==> config.mk <==
export PLATFORM = sky130hd
export DESIGN_NAME = mld_decoder
export DESIGN_NICKNAME = d
export VERILOG_FILES = /design/src/rtl/mld_pkg.sv /design/src/rtl/mld_syndrome.sv /design/src/rtl/mld_vote.sv /design/src/rtl/mld_decoder.sv
export SDC_FILE = /design/constraint.sdc
export NUM_CORES = 1
export LEC_CHECK = 0
export BUFFER_PORTS_ARGS = -buffer_cell sky130_fd_sc_hd__buf_2
export CAP_MARGIN = 20
export CORE_AREA = 2 2 70 85
export CTS_BUF_LIST = sky130_fd_sc_hd__clkbuf_8
export DETAILED_ROUTE_END_ITERATION = 8
export DIE_AREA = 0 0 72 87
export HOLD_SLACK_MARGIN = 0.03
export MAX_ROUTING_LAYER = met4
export PLACE_DENSITY = 0.64
export SLEW_MARGIN = 25
export SYNTH_ARGS = -nofsm -noshare
export SYNTH_HDL_FRONTEND = slang
export SYNTH_SLANG_ARGS = --single-unit
==> constraint.sdc <==
create_clock -name clk -period 4.8 [get_ports clk]
set_input_delay 1.44 -clock clk [delete_from_list [all_inputs] [get_ports clk]]
set_output_delay 1.44 -clock clk [all_outputs]
set_load 0.02 [all_outputs]
==> src/rtl/mld_pkg.sv <==
package mld_pkg;

    // code geometry
    localparam int unsigned CW_LEN   = 15;
    localparam int unsigned DATA_LEN = 7;
    localparam int unsigned CNT_W    = $clog2(CW_LEN);

    // base check row: ones at positions 0, 1, 3, 7; other rows are its rotations
    localparam logic [CW_LEN-1:0] CHECK_TAPS = 15'h008B;

    // check rows that all contain bit 14 and share no other bit
    localparam int unsigned ORTH_CNT = 4;
    localparam int unsigned VOTE_MIN = ORTH_CNT / 2 + 1;
    localparam logic [CW_LEN-1:0] ORTH_MASK [ORTH_CNT] = '{
        15'h4045,   // 14, 6, 2, 0
        15'h6022,   // 14, 13, 5, 1
        15'h5808,   // 14, 12, 11, 3
        15'h4580    // 14, 10, 8, 7
    };

    typedef enum logic {
        ST_IDLE   = 1'b0,
        ST_ROTATE = 1'b1
    } mld_state_e;

endpackage

==> src/rtl/mld_syndrome.sv <==
module mld_syndrome
    import mld_pkg::*;
#(
    parameter int unsigned      N    = CW_LEN,
    parameter logic [N-1:0]     TAPS = CHECK_TAPS
) (
    input  logic [N-1:0] word,
    output logic         clean
);

    logic [N-1:0] chk;

    // one check row per cyclic rotation of the base taps
    for (genvar r = 0; r < N; r++) begin : g_row
        localparam logic [N-1:0] MASK = (TAPS << r) | (TAPS >> (N - r));
        assign chk[r] = ^(word & MASK);
    end

    assign clean = ~|chk;

endmodule

==> src/rtl/mld_vote.sv <==
module mld_vote
    import mld_pkg::*;
#(
    parameter int unsigned N = CW_LEN
) (
    input  logic [N-1:0] word,
    output logic         flip
);

    localparam int unsigned SW = $clog2(ORTH_CNT + 1);

    logic [ORTH_CNT-1:0] sums;
    logic [SW-1:0]       ones;

    for (genvar s = 0; s < ORTH_CNT; s++) begin : g_sum
        assign sums[s] = ^(word & ORTH_MASK[s]);
    end

    always_comb begin
        ones = '0;
        for (int s = 0; s < ORTH_CNT; s++) begin
            ones = ones + SW'(sums[s]);
        end
    end

    assign flip = (ones >= SW'(VOTE_MIN));

endmodule

==> src/rtl/mld_decoder.sv <==
module mld_decoder
    import mld_pkg::*;
#(
    parameter int unsigned N = CW_LEN,
    parameter int unsigned K = DATA_LEN
) (
    input  logic         clk,
    input  logic         rst_n,
    input  logic         start,
    input  logic [N-1:0] code_in,
    output logic [K-1:0] data_out,
    output logic         done,
    output logic         err_det
);

    localparam int unsigned CW   = $clog2(N);
    localparam logic [CW-1:0] LAST = CW'(N - 1);

    mld_state_e   state_q, state_d;
    logic [CW-1:0] cnt_q;
    logic [N-1:0]  shreg_q;
    logic [N-1:0]  rot_word;
    logic          syn_zero;
    logic          flip;
    logic          accept;
    logic          finish;

    mld_syndrome #(.N(N)) u_syn (
        .word  (code_in),
        .clean (syn_zero)
    );

    mld_vote #(.N(N)) u_vote (
        .word (shreg_q),
        .flip (flip)
    );

    // corrected output-end bit re-enters at position 0
    assign rot_word = {shreg_q[N-2:0], shreg_q[N-1] ^ flip};
    assign accept   = (state_q == ST_IDLE) && start;
    assign finish   = (state_q == ST_ROTATE) && (cnt_q == LAST);

    always_comb begin
        state_d = state_q;
        unique case (state_q)
            ST_IDLE:   if (accept && !syn_zero) state_d = ST_ROTATE;
            ST_ROTATE: if (finish)              state_d = ST_IDLE;
            default:                            state_d = ST_IDLE;
        endcase
    end

    // state register and rotation counter
    always_ff @(posedge clk or negedge rst_n) begin
        if (!rst_n) begin
            state_q <= ST_IDLE;
            cnt_q   <= '0;
        end else begin
            state_q <= state_d;
            if (accept)
                cnt_q <= '0;
            else if (state_q == ST_ROTATE)
                cnt_q <= cnt_q + CW'(1);
        end
    end

    // circulating register
    always_ff @(posedge clk or negedge rst_n) begin
        if (!rst_n)
            shreg_q <= '0;
        else if (accept)
            shreg_q <= code_in;
        else if (state_q == ST_ROTATE)
            shreg_q <= rot_word;
    end

    // result outputs
    always_ff @(posedge clk or negedge rst_n) begin
        if (!rst_n) begin
            done     <= 1'b0;
            err_det  <= 1'b0;
            data_out <= '0;
        end else begin
            done <= 1'b0;
            unique case (state_q)
                ST_IDLE: begin
                    if (accept && syn_zero) begin
                        done     <= 1'b1;
                        err_det  <= 1'b0;
                        data_out <= code_in[N-1 -: K];
                    end
                end
                ST_ROTATE: begin
                    if (finish) begin
                        done     <= 1'b1;
                        err_det  <= 1'b1;
                        data_out <= rot_word[N-1 -: K];
                    end
                end
                default: ;
            endcase
        end
    end

endmodule

==> results of run 1 <==
## flip-flops by register name, summed over array words and instances (netlist names)
name and count:
done 1, shreg_q 15, state_q 1, data_out 7, cnt_q 4, err_det 1
## critical path, delay by kind of cell
| family | cells | cell delay [ps] |
|---|---|---|
| multiplexers | 1 | 320 |
| buffers and inverters | 1 | 430 |
| AND/OR/NAND/NOR | 4 | 890 |
## cell families (layout without fill, tap and decap cells)
logic type / count (synthesis) / after routing / share of synthesized area (%)
simple gates: 33 / 33 / 7.85
mux: 22 / 22 / 12.0
flops: 29 / 29 / 34.2
xor+xnor: 60 / 60 / 26.5
compound gates: 28 / 28 / 6.73
buf+inv: 33 / 45 / 9.32
fa+ha+maj: 5 / 5 / 3.30
## worst max path at each step
stage	start	to	slack [ps]	cells after the start
floorplan	code_in[13]	data_out[0]	1840	7
global placement	code_in[11]	data_out[5]	1630	7
detailed placement	code_in[11]	data_out[5]	1590	7
CTS	code_in[11]	data_out[2]	1880	7
global route	start	data_out[4]	1780	6
finish	start	data_out[2]	1870	6
## power by group
part	switching [mW]	leakage (nW)	internal [mW]
sequential	0.134	0.345	0.371
clock	0.0957	0.0542	0.129
combinational	0.436	0.636	0.435
## routing by layer
layer,vias up,wire length (um),global-route usage [%]
met5,-,0,-
met4,0,30,3.60
met3,5,120,3.24
met2,22,2120,24.7
met1,636,1940,20.3
li1,688,-,-
## placed cells by master (no fill, tap or decap)
cell type	count
a21oi_1	1
nand4_2	1
nand4_1	1
dfrtp_2	1
nor4_1	2
mux2i_1	15
nor2_1	1
clkbuf_8	7
mux2_4	7
clkinv_2	1
xor2_1	13
xnor2_1	42
o21ai_0	26
ha_1	4
inv_1	11
xnor2_2	1
nor4_2	2
nand2_4	1
nand2_1	24
fa_1	1
nand3_1	1
a21boi_0	1
dfrtp_1	28
buf_2	26
xor2_2	4
## per-stage QoR
| step | util (%) | area (sq um) | worst slack [ps] |
|---|---|---|---|
| 6_report | 41.3 | 2280 | 1870 |
| 5_1_grt | 41.3 | 2280 | 1780 |
| 4_1_cts | 41.2 | 2280 | 1880 |
| 3_5_place_dp | 39.4 | 2170 | 1590 |
| 3_3_place_gp | 39.4 | 2170 | 1630 |
| 2_1_floorplan | - | 2120 | 1840 |
## cell type report
type	count	area [sq um]	area share (%)
tap	64	80.1	3.52
clock inverter	1	5.00	0.220
clock buffer	7	96.3	4.23
inverter	11	41.3	1.81
sequential	29	727	31.9
multi-input combinational	148	1200	52.6
timing repair buffer	26	130	5.71
==> key figures, run 1 <==
Min path
  – Worst min-delay path class: flip-flop to flip-flop
  – Hold path start: err_det
  – Hold path endpoint: err_det
  – Worst Hold Depth: 2

Setup path
  – Crit-path max FO: 18
  – Worst Setup Start Kind: input port
  – R2R Path End: shreg_q[0]
  – CP required: 4960 ps
  – Critical path's largest stage delay: 430 ps
  – CP Capture Type: flip-flop
  – Crit Path Category: input port to flip-flop
  – R2R Setup Slk: 2400 ps
  – Crit path cell chain: buf_2 -> nand2_1 -> nor4_1 -> nand4_2 -> nand2_4 -> mux2_4
  – Reg2Reg Depth: 10
  – Reg2Reg Launch Point: shreg_q[14]
  – Worst EP arrival: 3090 ps
  – Slowest library cell on the worst path: buf_2

Synth
  – Distinct cells, synth: 26
  – Prevailing post-synth register cell: dfrtp_1
  – Net count after synthesis: 233
  – Post-Syn Area: 2120 sq um
  – Synth Register Bits: 29
  – Ys async rst share: 100%
  – Synth area leader: dfrtp_1
  – EDFF count, synth: 0
  – Top-count cell post-synth: xnor2_1
  – Synth warn: 0
  – Top-area cell type share of the netlist area: 34.2%
  – Ranking of synthesized cells by area: dfrtp_1, xnor2_1, mux2i_1, o21ai_0, xor2_1
  – Top cells by count, synth: xnor2_1, dfrtp_1, o21ai_0
  – Syn_area_per_cell: 10.1 sq um
  – Seq/Total Area, Yosys: 34.2%
  – Post-Syn Instances: 210

Place
  – Hpwl dp: 3.15 mm
  – Placed insts: 278
  – Gp weighted congestion: 0.779
  – Port buffer count: 26

STA
  – Setup TNS: 0 ps
  – Least-Margin Pin Slew: 654 ps
  – Slew HR: 56.4%
  – Unrepaired setup endpoints after global routing: no
  – Fin Hold WS: 500 ps
  – Fmax: 0.342 GHz
  – # setup viols final: 0
  – Crit share post-route: 61.0%
  – Skew final: 5.30 ps
  – Final Hold Viols: 0
  – Final worst path period need: 2930 ps
  – Max Slew Vio Count: 0

Routing
  – Final WL: 4.21 mm
  – Length of the first detailed-routing pass in iterations: 4
  – WL/cell: 14.7 um
  – Number of routed nets with antenna violations: 0
  – Avg Vias per Cell: 4.72
  – # DRC: 0
  – Iter 0 DRT Violations: 55
  – Vias: 1351

Pwr
  – Pwr/cell area: 703 nW/um^2
  – Static leakage: 1.04 nW
  – Power consumption: 1.60 mW
  – Peak supply drop: 0.307 mV

Outcome
  – Status: finished clean

Clocking
  – Clock transition at path regs: 60 ps
  – Latest clock arrival within the worst-skew pair: 280 ps
  – H-Tree Depth: 2
  – PostCTS Resize Cnt: 0
  – Root Buffer: clkbuf_8
  – CTS tree: built
  – TritonCTS buffer count: 5
  – CTS max path bufs: 2
  – CTS sink cnt: 29
  – Setup bufs post-CTS: 0
  – Hold_buf cts: 0

Cells and area
  – Final cell count without fillers: 286
  – Fill cells: 531
  – Area growth from synthesis to layout: 7.37%
  – Nets: 244
  – Ant diodes: 0
  – Share of cells above drive strength 1: 23.0%

Floorplanning
  – Die width: 72 um
  – Ports: 27
  – Initial cell density of the core: 38.4%
  – Std-Cell Rows: 30
  – DIE AREA: 6260 sq um
  – Core area: 5520 sq um
  – Die height: 87 um

Job
  – Max_cap viols: 0

Global routing
  – First-pass GRT wire length: 7.21 mm
  – Largest net degree at the start of global routing: 41
  – Global route total overflow: 0
  – GRT Total Usage: 15.5%
  – Vias in the first global route: 1404
  – Initial antenna violation count: 0
Note: power is estimated with default switching activity, not from simulation.
==> run 2, diff against run 1 <==
--- a/config.mk
+++ b/config.mk
@@ -13,7 +13,7 @@
 export DIE_AREA = 0 0 72 87
 export HOLD_SLACK_MARGIN = 0.03
 export MAX_ROUTING_LAYER = met4
-export PLACE_DENSITY = 0.64
+export PLACE_DENSITY = 0.67
 export SLEW_MARGIN = 25
 export SYNTH_ARGS = -nofsm -noshare
 export SYNTH_HDL_FRONTEND = slang
==> constraint.sdc (replaced) <==
create_clock -name clk -period 2.5 [get_ports clk]
set_input_delay 0.75 -clock clk [delete_from_list [all_inputs] [get_ports clk]]
set_output_delay 0.75 -clock clk [all_outputs]
set_load 0.02 [all_outputs]
==> key figures, run 2 (synthesized netlist as in run 1, its figures left out) <==
Outcome
  – Status: finished clean

Global routing
  – Vias in the first global route: 1466 (+4.4%)
  – Largest net degree at the start of global routing: 40 (-2.4%)
  – First-pass GRT wire length: 7.20 mm (-0.19%)
  – Initial antenna violation count: 0 (unchanged)
  – Global route total overflow: 0 (unchanged)
  – GRT Total Usage: 15.3% (-0.16 points)

STA
  – Slew HR: 54.1% (-2.3 points)
  – # setup viols final: 0 (unchanged)
  – Skew final: 5.28 ps (-0.0176 ps)
  – Final worst path period need: 2320 ps
  – Final Hold Viols: 0 (unchanged)
  – Crit share post-route: 92.9%
  – Least-Margin Pin Slew: 688 ps (+34.2 ps)
  – Fmax: 0.431 GHz
  – Max Slew Vio Count: 0 (unchanged)
  – Slack of the critical path: 178 ps (-1690 ps)

Place
  – Placement Setup Slack: -8.38 ps (-1600 ps)
  – Port buffer count: 26 (unchanged)
  – Placed insts: 282 (+1.4%)
  – Hpwl dp: 3.17 mm (+0.65%)
  – Gp weighted congestion: 0.743 (-4.6%)

Clocking
  – Latest clock arrival within the worst-skew pair: 280 ps (about the same)
  – Hold_buf cts: 0 (unchanged)
  – Root Buffer: clkbuf_8
  – CTS sink cnt: 29 (unchanged)
  – CTS tree: built
  – TritonCTS buffer count: 5 (unchanged)
  – CTS max path bufs: 2 (unchanged)
  – Clock transition at path regs: 60 ps (about the same)
  – H-Tree Depth: 2 (unchanged)

Cells and area
  – Largest Register: shreg_q
  – Ant diodes: 0 (unchanged)
  – Final cell count without fillers: 292 (+2.1%)
  – Commonest cells after routing, fill and taps aside: xnor2_1, dfrtp_1, o21ai_0, buf_2, nand2_1
  – Leading registers by flop count: shreg_q (15), data_out (7), cnt_q (4)
  – Area growth from synthesis to layout: 10.2%
  – Max reg flops: 15 (unchanged)
  – Final core utilization: 42.4% (+1.1 points)
  – Nets: 250 (+2.5%)
  – Share of cells above drive strength 1: 24.6% (+1.6 points)
  – Fill cells: 542 (+2.1%)
  – Commonest non-fill, non-tap cell in the layout: xnor2_1

Floorplanning
  – Ports: 27 (unchanged)
  – Die width: 72 um (unchanged)
  – Initial cell density of the core: 38.4% (unchanged)
  – Std-Cell Rows: 30 (unchanged)
  – Core area: 5520 sq um (unchanged)
  – Die height: 87 um (unchanged)
  – DIE AREA: 6260 sq um (unchanged)

Setup path
  – Critical path's largest stage delay: 540 ps (+110 ps)
  – Crit-path max FO: 5 (-13)
  – Worst EP arrival: 2520 ps (-570 ps)
  – Crit-path most repeated cell: xnor2_1
  – Reg2Reg Launch Point: shreg_q[14]
  – Crit path cell chain: xnor2_1 -> xnor2_1 -> fa_1 -> inv_1 -> ha_1 -> ha_1 -> a21oi_1 -> xnor2_1 -> nand2_1 -> o21ai_0
  – Slowest library cell on the worst path: fa_1
  – Crit Path Category: flip-flop to flip-flop
  – CP Capture Type: flip-flop
  – Setup crit start: shreg_q[14]
  – CP required: 2700 ps (-2260 ps)
  – Worst Setup Start Kind: flip-flop

Routing
  – Number of routed nets with antenna violations: 0 (unchanged)
  – Length of the first detailed-routing pass in iterations: 4 (unchanged)
  – # DRC: 0 (unchanged)
  – Iter 0 DRT Violations: 57 (+3.6%)
  – WL/cell: 14.2 um (-3.6%)
  – Vias: 1440 (+6.6%)
  – Avg Vias per Cell: 4.93 (+4.4%)
  – Final WL: 4.15 mm (-1.5%)

Pwr
  – Static leakage: 1.07 nW (+3.5%)
  – Peak supply drop: 0.712 mV (+130%)
  – Pwr/cell area: 1350 nW/um^2 (+92%)

Job
  – Max_cap viols: 0 (unchanged)

Min path
  – Worst min-delay path class: flip-flop to flip-flop
  – Hold path start: err_det
==> run 2: cell count changes in the layout (fill, tap and decap cells not counted) <==
cell / change
clkinv_2: -1
bufinv_16: +1
clkbuf_8: -1
inv_1: +1
buf_4: +6
==> run 2: area by class of cell <==
type,count,area (sq um),area share [%]
Sequential cell,29,727,31.1
Clock buffer,6,82.6,3.53
Timing Repair Buffer,32,175,7.49
Inverter,11,41.3,1.77
Clock inverter,2,33.8,1.45
Multi-Input combinational cell,148,1200,51.2
Tap cell,64,80.1,3.43
==> run 2: worst paths after layout <==
kind                          endpoint  slack, ps  cells past startpoint
min in group asynchronous   shreg_q[0]        510                      1
setup reg to reg            shreg_q[0]        180                     10
hold / removal                 err_det        500                      2
setup / recovery            shreg_q[0]        180                     10
hold reg to reg                err_det        500                      2
max in group asynchronous  shreg_q[14]       1510                      1
==> run 2: what timing repair did <==
| action | CTS | global route |
|---|---|---|
| gates resized for setup | 0 | 1 |
| setup buffers | 0 | 2 |
| setup endpoints to repair | 0 | 1 |
| hold endpoints to repair | 0 | 0 |
==> run 2: metal layers <==
metal	track usage, %	up-vias	part of all wire (%)
met3	4.40	2	3.9
met2	25.8	24	52
met4	3.09	0	0.31
li1	-	695	-
met5	-	-	0
met1	18.4	719	44
==> run 2: power by group <==
| group | switching (mW) | total [mW] | internal (mW) |
|---|---|---|---|
| combinational | 0.895 | 1.76 | 0.867 |
| sequential | 0.193 | 0.906 | 0.713 |
| clock | 0.173 | 0.493 | 0.320 |
| total | 1.26 | 3.16 | 1.90 |
==> run 2: critical path: cells and delay by family (launching register included) <==
family	cells	cell delay, ps
compound gates	2	260
xor+xnor	3	430
fa+ha+maj	3	1000
buf+inv	1	40
flops	1	450
simple gates	1	60
==> run 2: per-stage QoR <==
step                power, mW  hold WS [ps]  area (sq um)  setup TNS, ps
CTS                      3.19           493          2320              0
finish                   3.16           503          2340              0
global placement         2.60           482          2200              0
floorplan                2.31           449          2120              0
global route             3.55           529          2340          -14.1
detailed placement       2.68           479          2200          -36.4
